**src/rtl/cfg_regbank_pkg.sv**
```systemverilog
package cfg_regbank_pkg;

    typedef enum logic [1:0] {
        ST_IDLE      = 2'd0,
        ST_WAIT_PTR  = 2'd1,
        ST_WAIT_DATA = 2'd2
    } bus_state_e;

    localparam int          PTR_W     = 7;
    localparam logic [6:0]  CTRL_ADDR = 7'h16;
    localparam logic [6:0]  STAT_ADDR = 7'h19;
    localparam int          WAKE_IDX  = 4;
    localparam int          OVR_BIT   = 3;
    localparam logic [3:0]  WAKE_CODE = 4'b1001;

    // Power-on default of the configuration register at address idx
    function automatic logic [7:0] cfg_default(input int idx);
        return 8'(((idx - 1) * 37) % 128);
    endfunction

endpackage

```
**src/rtl/cfg_regbank_bus_fsm.sv**
```systemverilog
module cfg_regbank_bus_fsm
    import cfg_regbank_pkg::*;
(
    input  logic             clk,
    input  logic             rst_n,
    input  logic             bus_start,
    input  logic             bus_wr,
    input  logic [7:0]       bus_wdata,
    output logic [PTR_W-1:0] ptr,
    output logic             wr_en,
    output logic [7:0]       wr_data
);

    bus_state_e       state_q, state_d;
    logic [PTR_W-1:0] ptr_q;
    logic             byte_in;

    assign byte_in = bus_wr && !bus_start;

    // state register
    always_ff @(posedge clk or negedge rst_n) begin
        if (!rst_n) state_q <= ST_IDLE;
        else        state_q <= state_d;
    end

    // next state
    always_comb begin
        state_d = state_q;
        if (bus_start) begin
            state_d = ST_WAIT_PTR;
        end else begin
            unique case (state_q)
                ST_IDLE:      state_d = ST_IDLE;
                ST_WAIT_PTR:  if (bus_wr) state_d = ST_WAIT_DATA;
                ST_WAIT_DATA: if (bus_wr) state_d = ST_IDLE;
                default:      state_d = ST_IDLE;
            endcase
        end
    end

    // pointer register
    always_ff @(posedge clk or negedge rst_n) begin
        if (!rst_n) begin
            ptr_q <= '0;
        end else if (state_q == ST_WAIT_PTR && byte_in) begin
            ptr_q <= bus_wdata[PTR_W-1:0];
        end
    end

    // outputs
    always_comb begin
        wr_en   = 1'b0;
        wr_data = bus_wdata;
        unique case (state_q)
            ST_IDLE:      wr_en = 1'b0;
            ST_WAIT_PTR:  wr_en = 1'b0;
            ST_WAIT_DATA: wr_en = byte_in;
            default:      wr_en = 1'b0;
        endcase
    end

    assign ptr = ptr_q;


    ptr_load_chk: assert property (@(posedge clk) disable iff (!rst_n)
        (state_q == ST_WAIT_PTR && byte_in) |=> (ptr_q == $past(bus_wdata[PTR_W-1:0])));


    one_data_byte_chk: assert property (@(posedge clk) disable iff (!rst_n)
        (state_q == ST_WAIT_DATA && byte_in) |=> (state_q == ST_IDLE));


    idle_hold_chk: assert property (@(posedge clk) disable iff (!rst_n)
        (state_q == ST_IDLE && !bus_start) |=> ($stable(ptr_q) && !wr_en));

endmodule

```
**src/rtl/cfg_regbank_cell.sv**
```systemverilog
module cfg_regbank_cell #(
    parameter logic [7:0] DEF = 8'h00
) (
    input  logic       clk,
    input  logic       rst_n,
    input  logic       wr_hit,
    input  logic       ovr_en,
    input  logic [7:0] wr_data,
    output logic [7:0] eff
);

    logic       ovr_q;
    logic [7:0] val_q;

    always_ff @(posedge clk or negedge rst_n) begin
        if (!rst_n) begin
            ovr_q <= 1'b0;
            val_q <= '0;
        end else if (wr_hit) begin
            if (ovr_en) begin
                ovr_q <= 1'b1;
                val_q <= wr_data;
            end else begin
                ovr_q <= 1'b0;
            end
        end
    end

    assign eff = ovr_q ? val_q : DEF;


    ovr_write_chk: assert property (@(posedge clk) disable iff (!rst_n)
        (wr_hit && ovr_en) |=> (eff == $past(wr_data)));


    revert_chk: assert property (@(posedge clk) disable iff (!rst_n)
        (wr_hit && !ovr_en) |=> (eff == DEF));


    hold_chk: assert property (@(posedge clk) disable iff (!rst_n)
        !wr_hit |=> $stable(eff));

endmodule

```
**src/rtl/cfg_regbank_readmux.sv**
```systemverilog
module cfg_regbank_readmux
    import cfg_regbank_pkg::*;
#(
    parameter int NUM_CFG = 13
) (
    input  logic               clk,
    input  logic               rst_n,
    input  logic               rd_req,
    input  logic [PTR_W-1:0]   ptr,
    input  logic [NUM_CFG*8-1:0] cfg_flat,
    input  logic [7:0]         ctrl_val,
    input  logic [7:0]         status_in,
    output logic [7:0]         rd_data,
    output logic               rd_valid
);

    logic [7:0] sel;
    logic [7:0] rd_data_q;
    logic       rd_valid_q;

    always_comb begin
        sel = 8'h00;
        for (int i = 1; i <= NUM_CFG; i++) begin
            if (ptr == PTR_W'(i)) sel = cfg_flat[(i-1)*8 +: 8];
        end
        if (ptr == CTRL_ADDR) sel = ctrl_val;
        if (ptr == STAT_ADDR) sel = status_in;
    end

    always_ff @(posedge clk or negedge rst_n) begin
        if (!rst_n) begin
            rd_data_q  <= '0;
            rd_valid_q <= 1'b0;
        end else begin
            rd_valid_q <= rd_req;
            if (rd_req) rd_data_q <= sel & 8'h7F;
        end
    end

    assign rd_data  = rd_data_q;
    assign rd_valid = rd_valid_q;


    rd_pulse_chk: assert property (@(posedge clk) disable iff (!rst_n)
        rd_req |=> rd_valid);


    rd_bit7_chk: assert property (@(posedge clk) disable iff (!rst_n)
        rd_valid |-> !rd_data[7]);


    rd_unimpl_chk: assert property (@(posedge clk) disable iff (!rst_n)
        (rd_req && ptr > STAT_ADDR) |=> (rd_data == 8'h00));

endmodule

```
**src/rtl/cfg_regbank.sv**
```systemverilog
module cfg_regbank
    import cfg_regbank_pkg::*;
#(
    parameter int NUM_CFG = 13
) (
    input  logic                 clk,
    input  logic                 rst_n,
    input  logic                 bus_start,
    input  logic                 bus_wr,
    input  logic [7:0]           bus_wdata,
    input  logic                 bus_rd,
    input  logic [7:0]           status_in,
    output logic [7:0]           rd_data,
    output logic                 rd_valid,
    output logic [NUM_CFG*8-1:0] cfg_flat,
    output logic                 ovr_en,
    output logic                 wake_edge_mode
);

    logic [PTR_W-1:0] ptr;
    logic             wr_en;
    logic [7:0]       wr_data;
    logic [7:0]       ctrl_q;

    cfg_regbank_bus_fsm u_fsm (
        .clk       (clk),
        .rst_n     (rst_n),
        .bus_start (bus_start),
        .bus_wr    (bus_wr),
        .bus_wdata (bus_wdata),
        .ptr       (ptr),
        .wr_en     (wr_en),
        .wr_data   (wr_data)
    );

    // control register, never subject to override
    always_ff @(posedge clk or negedge rst_n) begin
        if (!rst_n)                             ctrl_q <= 8'h00;
        else if (wr_en && ptr == CTRL_ADDR)     ctrl_q <= wr_data;
    end

    assign ovr_en = ctrl_q[OVR_BIT];

    for (genvar g = 1; g <= NUM_CFG; g++) begin : g_cell
        logic hit;
        assign hit = wr_en && (ptr == PTR_W'(g));
        cfg_regbank_cell #(.DEF(cfg_default(g))) u_cell (
            .clk     (clk),
            .rst_n   (rst_n),
            .wr_hit  (hit),
            .ovr_en  (ovr_en),
            .wr_data (wr_data),
            .eff     (cfg_flat[(g-1)*8 +: 8])
        );
    end

    assign wake_edge_mode = (cfg_flat[(WAKE_IDX-1)*8 +: 4] == WAKE_CODE);

    cfg_regbank_readmux #(.NUM_CFG(NUM_CFG)) u_rd (
        .clk       (clk),
        .rst_n     (rst_n),
        .rd_req    (bus_rd),
        .ptr       (ptr),
        .cfg_flat  (cfg_flat),
        .ctrl_val  (ctrl_q),
        .status_in (status_in),
        .rd_data   (rd_data),
        .rd_valid  (rd_valid)
    );


    ovr_follow_chk: assert property (@(posedge clk) disable iff (!rst_n)
        (wr_en && ptr == CTRL_ADDR) |=> (ovr_en == $past(wr_data[OVR_BIT])));


    status_ro_chk: assert property (@(posedge clk) disable iff (!rst_n)
        (wr_en && ptr >= CTRL_ADDR && ptr != CTRL_ADDR) |=> ($stable(cfg_flat) && $stable(ovr_en)));

endmodule

```
**config.mk**
```make
export PLATFORM = sky130hd
export DESIGN_NAME = cfg_regbank
export DESIGN_NICKNAME = d
export VERILOG_FILES = /design/src/rtl/cfg_regbank_pkg.sv /design/src/rtl/cfg_regbank_bus_fsm.sv /design/src/rtl/cfg_regbank_cell.sv /design/src/rtl/cfg_regbank_readmux.sv /design/src/rtl/cfg_regbank.sv
export SDC_FILE = /design/constraint.sdc
export NUM_CORES = 1
export LEC_CHECK = 0
export CAP_MARGIN = 10
export CORE_MARGIN = 3
export CORE_UTILIZATION = 54
export CTS_CLUSTER_DIAMETER = 40
export DETAILED_ROUTE_END_ITERATION = 8
export HOLD_SLACK_MARGIN = 0.02
export PLACE_DENSITY = 0.78
export SLEW_MARGIN = 10
export SYNTH_ARGS = -nofsm -noshare
export SYNTH_HDL_FRONTEND = slang
export SYNTH_HIERARCHICAL = 1
export SYNTH_SLANG_ARGS = --single-unit
```
**constraint.sdc**
```tcl
create_clock -name clk -period 4.8 [get_ports clk]
set_input_delay 0.48 -clock clk [delete_from_list [all_inputs] [get_ports clk]]
set_output_delay 0.48 -clock clk [all_outputs]
set_load 0.005 [all_outputs]
```
# [After elaboration in Yosys (flattened, before gate mapping)]
# Index checks and enable logic that the tools add are counted.
[word_totals] elab_cells=116 mem_bits_rw=0 memories=0 out_inout_bits=115 register_bits=141 rom_bits=0 latchBits=0
[classes] n_div=0 bitwise=0 reduce_logical=31 eq_ne=20 n_lt_le_gt_ge=0 shifts=0 muxes=34 n_mul=0 add_sub_neg=0
[op_table] op="$mux 7" n=15
[op_table] op="$mux 8" n=13
[op_table] op="$eq 7x4->1 const B" n=6
[op_table] op="$eq 7x3->1 const B" n=4
[op_table] op="$reduce_and 2->1" n=14
[op_table] op="$logic_and 1x1->1" n=16
[op_table] op="$eq 7x2->1 const B" n=2
[op_table] op="$eq 7x5->1 const B" n=2
[op_table] op="$eq 7x1->1 const B" n=1
[op_table] op="$mux 2" n=3
[op_table] op="$ne 3x3->1 const B" n=2
[op_table] op="$eq 4x4->1 const B" n=1
[op_table] op="$pmux 2 s2" n=1
[op_table] op="$eq 2x1->1 const B" n=1
[op_table] op="$eq 2x2->1 const B" n=1
[op_table] op="$mux 1" n=2
[op_table] op="$logic_not 1->1" n=1

# [Depth between registers and ports, before layout]
# Gate-level depths: netlist of the first run.
[depth] word_depth=16 mapped_depth=8 ltp_nobuf=6

# [By module]
# The synthesis of the first run kept the hierarchy.
[modules_own_cells] mod="cfg_regbank_cell" instances=13 cells_each=28 area_each_um2=385.4 seq_area_each_um2=225.2
[modules_own_cells] mod="cfg_regbank_readmux" instances=1 cells_each=219 area_each_um2=1659.1 seq_area_each_um2=200.2
[modules_own_cells] mod="cfg_regbank" instances=1 cells_each=44 area_each_um2=465.4 seq_area_each_um2=200.2
[modules_own_cells] mod="cfg_regbank_bus_fsm" instances=1 cells_each=32 area_each_um2=461.7 seq_area_each_um2=225.2

# [Worst setup path before layout of the first run]
# No wires, ideal clock.
[synth_path] path_type="input port to flip-flop" start="input bus_start" end="register g_cell[4].u_cell.val_q[0]" stages=7 arrival_ns=2.242 slack_ns=2.433 cell_sequence="and4bb_1 > or4b_1 > buf_2 > or3_4 > nor2_1 > nand2_4 > mux2_2"
[synth_via] elab_chain_cells=5
[synth_lines] item="start: declaration" line="cfg_regbank.sv:8" text="input logic bus_start,"
[synth_lines] item="$logic_not 1->1" line="cfg_regbank_bus_fsm.sv:18" text="assign byte_in = bus_wr && !bus_start;"
[synth_lines] item="$logic_and 1x1->1" line="cfg_regbank_bus_fsm.sv:18"
[synth_lines] item="$mux 1" line="cfg_regbank_bus_fsm.sv:54" text="unique case (state_q)"
[synth_lines] item="$logic_and 1x1->1" line="cfg_regbank.sv:46" text="assign hit = wr_en && (ptr == PTR_W'(g));"
[synth_lines] item="via g_cell[4].hit" line="cfg_regbank.sv:45" text="logic hit;"
[synth_lines] item="$reduce_and 2->1 (no line)"
[synth_lines] item="end signal: assignment" line="cfg_regbank_cell.sv:22" text="val_q <= wr_data;"
[synth_lines] item="end: declaration" line="cfg_regbank_cell.sv:13" text="logic [7:0] val_q;"
# The timed path passes the listed nets, and every way through them passes these cells.
# A chain may end at the register's enable or synchronous reset.

# [Worst setup path after layout of the first run]
[layout_path] start="input bus_wr" end="register g_cell[12].u_cell.val_q[2]"
[layout_via] elab_chain_cells=4
[layout_lines] item="start: declaration" line="cfg_regbank.sv:9" text="input logic bus_wr,"
[layout_lines] item="$logic_and 1x1->1" line="cfg_regbank_bus_fsm.sv:18"
[layout_lines] item="$mux 1" line="cfg_regbank_bus_fsm.sv:54"
[layout_lines] item="via wr_en" line="cfg_regbank.sv:21" text="logic wr_en;"
[layout_lines] item="$logic_and 1x1->1" line="cfg_regbank.sv:46"
[layout_lines] item="via g_cell[12].hit" line="cfg_regbank.sv:45"
[layout_lines] item="$reduce_and 2->1 (no line)"
[layout_lines] item="end signal: assignment" line="cfg_regbank_cell.sv:22"
[layout_lines] item="end: declaration" line="cfg_regbank_cell.sv:13"
# The timed path passes the listed nets, and every way through them passes these cells.

==> qor.csv, run 1 <==
stage;metric;value;unit
timing;hold_viol_final;0;
floorplan;fp.dieArea;15500;um^2
cells_and_area;fin_nets;804;
setup_path;cp_data_arrival_time;3140;ps
job;max_cap_viol_count;0;
grt;grt_overflow_total;0;
setup_path;cp.required;5100;ps
setup_path;crit_fanout;9;
detailed_routing;vias;5874;
cells_and_area;diodes;0;
power;p_leak;4.66;nW
floorplan;start_util;0.562;
grt;grt_pass1_wl;33600;um
min_path;hold_path.class;input pin to asynchronous set/reset pin;
clock_network;numCtsBuffers;17;
setup_path;r2r_end;g_cell[12].u_cell/val_q[2];
setup_path;reg2regPathDepth;6;
timing;worstMarginPinSlew;957;ps
detailed_routing;drtIter0Drc;614;
clock_network;cts_root_buf;clkbuf_16;
clock_network;post_cts_buffers;0;
setup_path;start_kind;input pin;
setup_path;critPathMaxStageDelay;570;ps
cells_and_area;area_growth;26.3;%
floorplan;die_x;124;um
clock_network;clk_latency;420;ps
grt;first_global_vias;5969;
setup_path;cp_top_family;simple AND/OR/NAND/NOR gates;
clock_network;cts_resized;0;
detailed_routing;drtAntennaViolNets;0;
synth;avgSynthCellArea;11.5;um^2
floorplan;core_region_area;13500;um^2
floorplan;die_h;124;um
setup_path;path_cells;clkdlybuf4s50_1 > and4bb_1 > or4b_1 > or3_4 > nor2_1 > nand2_4 > mux2_2;
power;vdd_ir_drop_max;0.227;mV
cells_and_area;register_area;3530;um^2
timing;rsz0062_at_grt;false;
floorplan;row_count;42;
synth;ys_warn_count;6;
timing;slew_violations;0;
placed_design;io_buffer_count;133;
grt;antenna_found_initial;0;
timing;period_share;0.592;
clock_network;clk_pin_slew_worst_paths;60;ps
clock_network;cts_hold_buffers;0;
timing;setup_viol;0;
synth;synth_cells;657;
clock_network;cts_max_level;4;
setup_path;end_kind;flop;
setup_path;reg2reg_slack;2090;ps
power;powerDensity;323;nW/um^2
synth;synth_nets;678;
setup_path;path_buf_inv;1;
cells_and_area;fillers;1012;
grt;grt_usage;0.276;
placed_design;dp_hpwl;14900;um
synth;synth.cell_area;7560;um^2
clock_network;cts_buffer_depth;2;
clock_network;clock-sinks;141;
clock_network;cts_tree;built;
setup_path;r2r_start;u_fsm/state_q[0];
cells_and_area;utilization;0.710;
timing;fmax;352;MHz
timing;skew;6.26;ps
placed_design;gp_congestion;0.903;
grt;grt_max_degree;105;
cells_and_area;drive_above_1_share;0.245;
setup_path;crit_cells;7;
outcome;status;finished clean;
detailed_routing;drc;0;
timing;min_period;2840;ps
detailed_routing;dr.pass1.iters;5;
detailed_routing;wl_per_cell;21.8;um
floorplan;num_io_pins;136;
cells_and_area;multiInputGateArea;3740;um^2
setup_path;crit_slowest_cell;or4b_1;
setup_path;worst-setup-path-type;input pin to flop;
timing;tns;0;ps
detailed_routing;wirelength;21200;um
detailed_routing;via_per_inst;6.04;
timing;slew_headroom;0.362;
[worst max path at each step]
stage / start / endpoint / slack [ps]
after CTS: bus_wr / g_cell[12].u_cell/val_q[2] / 1990
final: bus_wr / g_cell[12].u_cell/val_q[2] / 1960
after floorplan: bus_start / g_cell[4].u_cell/val_q[0] / 2430
after global routing: bus_wr / g_cell[12].u_cell/val_q[2] / 1880
after global placement: bus_wr / g_cell[12].u_cell/val_q[4] / 1640
after detailed placement: bus_wr / g_cell[12].u_cell/val_q[2] / 1560
[per-layer routing]
| metal | vias to the layer above | part of all wire | track usage |
|---|---|---|---|
| met5 | - | 0 | 0 |
| met4 | 0 | 0.022 | 0.0851 |
| met3 | 38 | 0.078 | 0.0592 |
| met2 | 248 | 0.48 | 0.437 |
| met1 | 2976 | 0.42 | 0.383 |
| li1 | 2612 | - | - |
[cell usage in the layout (no fill, tap or decap), types with 8 or more instances in the layout]
cell,count
nor3_1,8
nand2_1,13
mux2_2,121
o21ai_0,33
nand2b_1,52
and2_1,62
a21oi_1,18
dfrtp_1,140
clkdlybuf4s50_1,132
clkbuf_16,17
inv_1,17
nand3b_1,9
nor2b_1,8
nand2_4,13
nor2_1,22
nand3_1,8
[flip-flops by register name, indices dropped and copies added, names as in the netlist]
| name | count |
|---|---|
| g_cell.u_cell/ovr_q | 13 |
| u_rd/rd_data | 7 |
| u_fsm/ptr | 7 |
| ctrl_q | 7 |
| g_cell.u_cell/val_q | 104 |
| u_fsm/state_q | 2 |
| u_rd/rd_valid | 1 |
[per-stage QoR]
step	setup slack [ps]	total power, mW	hold WS, ps	instances	instance area (um^2)
after detailed placement	1560	1.74	484	940	8930
after CTS	1990	3.09	221	972	9550
after global routing	1880	3.19	259	972	9550
final	1960	3.08	175	972	9550
after global placement	1640	1.72	479	940	8930
after floorplan	2430	1.59	184	657	7560
[layout make-up]
cell class	instances	share of cell area
clock buffer	22	0.0507
clock inverter	10	0.0143
inverter	17	0.00668
multi-input combinational	467	0.391
sequential	141	0.370
tap	176	0.0231
timing repair buffer	139	0.144
[power by group]
part / total (mW) / switching (mW) / leakage [nW] / internal, mW
Clock: 1.36 / 0.486 / 0.298 / 0.869
Sequential: 1.30 / 0.0810 / 1.87 / 1.22
Combinational: 0.431 / 0.258 / 2.49 / 0.174
No activity file was read; power rests on OpenSTA's default activity.
==> run 2, diff against run 1 <==
- CORE_UTILIZATION: 54 -> 53
- PLACE_DENSITY: 0.78 -> 0.76
- clock period: 4.8 -> 3 ns (I/O delays scaled with it)
==> run 2 against run 1 <==
Die area is 1.8% higher. Clock skew grew 0.94 ps. Global-route usage shrank 0.32 points. Sequential power rose by 61%. Hold slack gained 260 ps. Flip-flop and latch count unchanged. Non-clock buffer count rose by 13. Wire length rose by 0.17%. Register-to-register slack got worse by 1600 ps. Largest cell class unchanged. Highest routed layer unchanged. Count of clock-buffer cells in the layout up 3. Clock power grew 51%.
==> qor.csv, run 2 (synthesis results as in run 1) <==
stage;metric;value;unit;change
setup_path;cp_data_arrival_time;2780;ps;-360 ps
power;p_seq_frac;0.432;;+0.011
timing;slew_headroom;0.361;;-0.00137
cells_and_area;fin_area;9630;um^2;+0.81%
cells_and_area;top_register;g_cell.u_cell/val_q;;
setup_path;cp_top_family;simple AND/OR/NAND/NOR gates;;
detailed_routing;via_per_inst;5.94;;-1.7%
grt;grt_use_met3;0.0577;;-0.00151
floorplan;core_region_area;13900;um^2;+3.6%
setup_path;path_cells;and4bb_1 > or4b_1 > buf_4 > nor3_1 > nand2_4 > mux2_2;;
power;powerDensity;504;nW/um^2;+56%
detailed_routing;drtIter0Drc;539;;-12%
clock_network;cts_max_level;4;;unchanged
timing;setup_viol;0;;unchanged
timing;period_share;0.830;;
setup_path;reg2reg_slack;510;ps;-1580 ps
detailed_routing;wirelength;21200;um;+0.17%
timing;hold_viol_final;0;;unchanged
power;switchingPower;1.30;mW;+58%
setup_path;crit_cells;6;;-1
job;max_cap_viol_count;0;;unchanged
setup_path;crit_fanout;9;;unchanged
setup_path;path_buf_inv;1;;unchanged
detailed_routing;wl_per_cell;21.5;um;-1.5%
placed_design;io_buffer_count;133;;unchanged
setup_path;crit_slowest_cell;or4b_1;;
timing;worstMarginPinSlew;956;ps;-0.938 ps
clock_network;post_cts_buffers;0;;unchanged
cells_and_area;final_common_cell;dfrtp_1;;
grt;grt.met1_usage;0.388;;+0.00499
grt;antenna_found_initial;0;;unchanged
power;sw_frac_of_total;0.268;;+0.00108
timing;worst_hold_slack;436;ps;+261 ps
clock_network;cts_tree;built;;
min_path;hold_path.class;input pin to asynchronous set/reset pin;;
timing;slew_violations;0;;unchanged
grt;top_usage_layer;met2;;
setup_path;cp.required;3290;ps;-1810 ps
setup_path;end_kind;flop;;
clock_network;cts_root_buf;clkbuf_16;;
floorplan;fp.dieArea;15700;um^2;+1.8%
setup_path;start_kind;flop;;
cells_and_area;instances_no_fill;989;;+1.7%
placed_design;gp_congestion;0.928;;+2.8%
cells_and_area;mostFrequentLayoutCells;140 x dfrtp_1, 132 x clkdlybuf4s50_1, 121 x mux2_2, 62 x and2_1, 52 x nand2b_1;;
clock_network;clk_pin_slew_worst_paths;60;ps;about the same
placed_design;dp.cells;956;;+1.7%
placed_design;dp_hpwl;15000;um;+0.92%
power;combPwrFrac;0.144;;+0.004
floorplan;num_io_pins;136;;unchanged
power;power;4.85;mW;+57%
grt;grt_usage;0.273;;-0.00323
setup_path;worst-setup-path-type;flop to flop;;
timing;tns;0;ps;unchanged
floorplan;row_count;43;;+2.4%
detailed_routing;vias;5875;;+0.017%
floorplan;die_x;125;um;+0.89%
grt;grt_use_met2;0.424;;-0.0129
cells_and_area;drive_above_1_share;0.252;;+0.00719
timing;fmax;402;MHz;
cells_and_area;largest_reg_flops;104;;unchanged
setup_path;reg2regPathDepth;6;;unchanged
cells_and_area;top_regs;g_cell.u_cell/val_q (104), g_cell.u_cell/ovr_q (13);;
clock_network;numCtsBuffers;17;;unchanged
timing;skew;7.20;ps;+0.937 ps
floorplan;start_util;0.543;;-0.0194
power;pwr-share-clk;0.424;;-0.015
power;p_int;3.55;mW;+57%
outcome;status;finished clean;;
clock_network;cts_resized;0;;unchanged
timing;rsz0062_at_grt;false;;
power;vdd_ir_drop_max;0.469;mV;+110%
grt;grt_overflow_total;0;;unchanged
clock_network;clock-sinks;141;;unchanged
grt;grt_pass1_wl;33400;um;-0.51%
detailed_routing;dr.pass1.iters;5;;unchanged
cells_and_area;fin_nets;817;;+1.6%
cells_and_area;area_growth;27.4;%;
setup_path;critPathMaxStageDelay;480;ps;-90 ps
cells_and_area;diodes;0;;unchanged
floorplan;die_h;125;um;+0.89%
grt;grt_max_degree;70;;-33%
grt;first_global_vias;5891;;-1.3%
detailed_routing;drc;0;;unchanged
clock_network;clk_latency;410;ps;about the same
clock_network;cts_buffer_depth;2;;unchanged
detailed_routing;drtAntennaViolNets;0;;unchanged
power;p_leak;4.72;nW;+1.3%
timing;min_period;2490;ps;
placed_design;place_area;9040;um^2;+1.2%
## run 2: changes by cell type in the layout (fill, tap and decap cells not counted), sizes merged
cell / change
buf: +12
clkbuf: +3
clkinvlp: -3
bufinv: -1
clkinv: +1
dlygate4sd3: +1
## run 2: area by class of cell
| class | instances | area (um^2) |
|---|---|---|
| Fill cell | 1050 | 4310 |
| Multi-Input combinational cell | 467 | 3740 |
| Sequential cell | 141 | 3530 |
| Timing Repair Buffer | 152 | 1490 |
| Clock buffer | 25 | 495 |
| Tap cell | 180 | 225 |
| Clock inverter | 7 | 85.1 |
| Inverter | 17 | 63.8 |
## run 2: power by group through the flow
stage,clock network (mW),logic [mW],registers (mW)
after detailed placement,0,0.683,2.12
after global placement,0,0.673,2.12
final,2.06,0.700,2.09
after CTS,2.09,0.689,2.09
after global routing,2.18,0.756,2.10
after floorplan,0,0.517,2.03
## run 2: path summary, 6_finish.rpt
path                                            start                         end
setup / recovery                     u_fsm/state_q[0]   g_cell[7].u_cell/val_q[6]
hold / removal                                  rst_n  g_cell[12].u_cell/val_q[5]
setup reg to reg                     u_fsm/state_q[0]   g_cell[7].u_cell/val_q[6]
hold reg to reg            g_cell[12].u_cell/val_q[1]  g_cell[12].u_cell/val_q[1]
max in group asynchronous                       rst_n  g_cell[13].u_cell/val_q[4]
min in group clk           g_cell[12].u_cell/val_q[1]  g_cell[12].u_cell/val_q[1]
## run 2: metrics by stage
| stage | utilization | setup slack, ps |
|---|---|---|
| floorplan | - | 703 |
| global placement | 0.649 | 293 |
| detailed placement | 0.649 | 253 |
| CTS | 0.691 | 581 |
| global route | 0.691 | 399 |
| finish | 0.691 | 510 |
## run 2: timing repair
action | 4_1_cts | 5_1_grt
endpoints found under the setup margin | 0 | 0
hold buffers | 1 | 0
hold endpoints to repair | 67 | 0
## run 2: routing by layer
layer	wire length [um]	up-vias
met5	0	-
met4	363	0
met3	1420	27
met2	10100	232
met1	9310	2989
li1	-	2627
## run 2: worst register-to-register path, stage by stage (launching register included)
cell and delay [ps]:
dfrtp_1 410, and4bb_1 340, or4b_1 480, buf_4 180
nor3_1 460, nand2_4 180, mux2_2 320
==> run 3, diff against run 2 <==
- clock period: 3 -> 2.59 ns (I/O delays scaled with it)
==> run 3 against run 2 <==
Clock power rose by 21%. First-iteration DRC count is 11% higher. Register-to-register slack worse by 320 ps. Non-clock buffer count is 20 higher. Count of clock-buffer cells in the layout fell by 1. Clock skew barely moved. Cell area rose by 2.2%. Via count is 2.2% higher. Wire length grew 2.3%. Die area unchanged. Critical path type unchanged.
==> qor.csv, run 3 (synthesis results as in run 1) <==
stage;metric;value;unit;change
outcome;status;finished clean;;
cells_and_area;drive_above_1_share;0.274;;+0.0217
cells_and_area;top_regs;g_cell.u_cell/val_q (104), g_cell.u_cell/ovr_q (13);;
setup_path;crit_start;u_fsm/ptr[1];;
detailed_routing;via_per_inst;5.95;;+0.15%
clock_network;post_cts_buffers;0;;unchanged
setup_path;path_buf_inv;0;;-1
power;combPwrFrac;0.156;;+0.012
setup_path;cp_top_family;compound AO/OA/AOI/OAI gates;;
setup_path;cp.required;2870;ps;-420 ps
power;pwr-share-clk;0.432;;+0.008
job;max_cap_viol_count;0;;unchanged
placed_design;io_buffer_count;133;;unchanged
clock_network;cts_max_level;4;;unchanged
cells_and_area;final_common_cell;dfrtp_1;;
detailed_routing;vias;6003;;+2.2%
timing;skew;7.16;ps;-0.0343 ps
cells_and_area;largest_reg_flops;104;;unchanged
grt;grt_pass1_wl;34600;um;+3.5%
timing;worstMarginPinSlew;911;ps;-44.7 ps
detailed_routing;wl_per_cell;21.5;um;+0.25%
clock_network;clk_latency;420;ps;about the same
cells_and_area;diodes;0;;unchanged
grt;grt_usage;0.283;;+0.00999
cells_and_area;utilization;0.706;;+0.0151
setup_path;end_kind;flop;;
power;vdd_ir_drop_max;0.504;mV;+7.5%
timing;hold_viol_final;0;;unchanged
detailed_routing;drtAntennaViolNets;0;;unchanged
power;switchingPower;1.57;mW;+21%
power;powerDensity;588;nW/um^2;+17%
power;p_leak;4.83;nW;+2.3%
power;p_seq_frac;0.412;;-0.020
floorplan;start_util;0.543;;unchanged
setup_path;crit_slowest_cell;dfrtp_1;;
grt;grt_max_degree;64;;-8.6%
setup_path;crit_fanout;11;;+2
setup_path;worst-setup-path-type;flop to flop;;
setup_path;critPathMaxStageDelay;690;ps;+210 ps
cells_and_area;mostFrequentLayoutCells;140 x dfrtp_1, 132 x clkdlybuf4s50_1, 121 x mux2_2, 62 x and2_1, 52 x nand2b_1;;
floorplan;core_region_area;13900;um^2;unchanged
clock_network;clock-sinks;141;;unchanged
timing;period_share;0.927;;+0.0971
detailed_routing;drc;0;;unchanged
setup_path;start_kind;flop;;
placed_design;dp_hpwl;15300;um;+1.9%
grt;antenna_found_initial;0;;unchanged
power;sw_frac_of_total;0.272;;+0.00325
detailed_routing;wirelength;21700;um;+2.3%
floorplan;num_io_pins;136;;unchanged
power;p_int;4.21;mW;+19%
timing;fmax;416;MHz;+3.7%
cells_and_area;area_growth;30.1;%;
grt;first_global_vias;6117;;+3.8%
clock_network;cts_buffer_depth;2;;unchanged
setup_path;r2r_start;u_fsm/ptr[1];;
cells_and_area;top_register;g_cell.u_cell/val_q;;
floorplan;fp.dieArea;15700;um^2;unchanged
timing;slew_violations;0;;unchanged
timing;slew_headroom;0.390;;+0.0299
clock_network;cts_tree;built;;
setup_path;path_cells;mux2_2 > a221oi_1 > a211oi_1 > o31ai_1 > a21oi_1;;
timing;min_period;2400;ps;-88.9 ps
clock_network;numCtsBuffers;17;;unchanged
floorplan;die_h;125;um;unchanged
timing;worst_hold_slack;349;ps;-86.9 ps
cells_and_area;fin_nets;837;;+2.4%
timing;setup_viol;0;;unchanged
floorplan;die_x;125;um;unchanged
placed_design;gp_congestion;0.895;;-3.5%
clock_network;cts_root_buf;clkbuf_16;;
timing;rsz0062_at_grt;false;;
clock_network;clk_pin_slew_worst_paths;60;ps;about the same
grt;grt_overflow_total;0;;unchanged
min_path;hold_path.class;input pin to asynchronous set/reset pin;;
floorplan;row_count;43;;unchanged
setup_path;cp_data_arrival_time;2680;ps;-100 ps
detailed_routing;drtIter0Drc;600;;+11%
detailed_routing;dr.pass1.iters;5;;unchanged
[run 3: what timing repair did]
action                                 4_1_cts  5_1_grt
hold buffers                                 1        0
setup endpoints to repair                    0        0
resized for setup                            0        0
endpoints found under the hold margin       48        0
[run 3: per-stage QoR]
stage / cells / setup TNS (ps) / setup WS [ps] / instance area (um^2) / power (mW)
final: 1009 / 0 / 189 / 9840 / 5.79
after global routing: 1009 / 0 / 52.8 / 9840 / 6.00
after CTS: 1009 / 0 / 215 / 9840 / 5.79
after detailed placement: 976 / -2950 / -140 / 9210 / 3.30
after global placement: 976 / -788 / -41.6 / 9210 / 3.28
after floorplan: 657 / 0 / 293 / 7560 / 2.95
[run 3: metal layers]
layer / up-vias / routed length, um / share of wire / track usage
met5: - / 0 / 0 / 0
met4: 0 / 553 / 0.025 / 0.106
met3: 51 / 1520 / 0.070 / 0.0619
met2: 273 / 10200 / 0.47 / 0.434
met1: 2998 / 9400 / 0.43 / 0.396
li1: 2681 / - / - / -
[run 3: final cells by class]
class	instances	area (um^2)
multi-input cells	467	3740
fillers	1007	4100
flip-flops and latches	141	3530
inverters	17	63.8
well taps	180	225
clock inverters	8	104
repair buffers	172	1670
clock buffers	24	512
[run 3: final timing paths]
check	slack, ps	end	cells past startpoint
max	190	u_rd/rd_data[0]	5
min	350	g_cell[12].u_cell/val_q[4]	2
max reg2reg	190	u_rd/rd_data[0]	5
min reg2reg	500	g_cell[5].u_cell/val_q[4]	1
max in group asynchronous	1450	g_cell[13].u_cell/val_q[3]	3
min in group clk	460	u_fsm/state_q[1]	2
[run 3: power groups by stage]
stage | clock network, mW | logic, mW | registers (mW)
floorplan | 0 | 0.599 | 2.35
global route | 2.64 | 0.967 | 2.39
global placement | 0 | 0.868 | 2.41
finish | 2.50 | 0.904 | 2.38
detailed placement | 0 | 0.879 | 2.42
CTS | 2.52 | 0.887 | 2.38
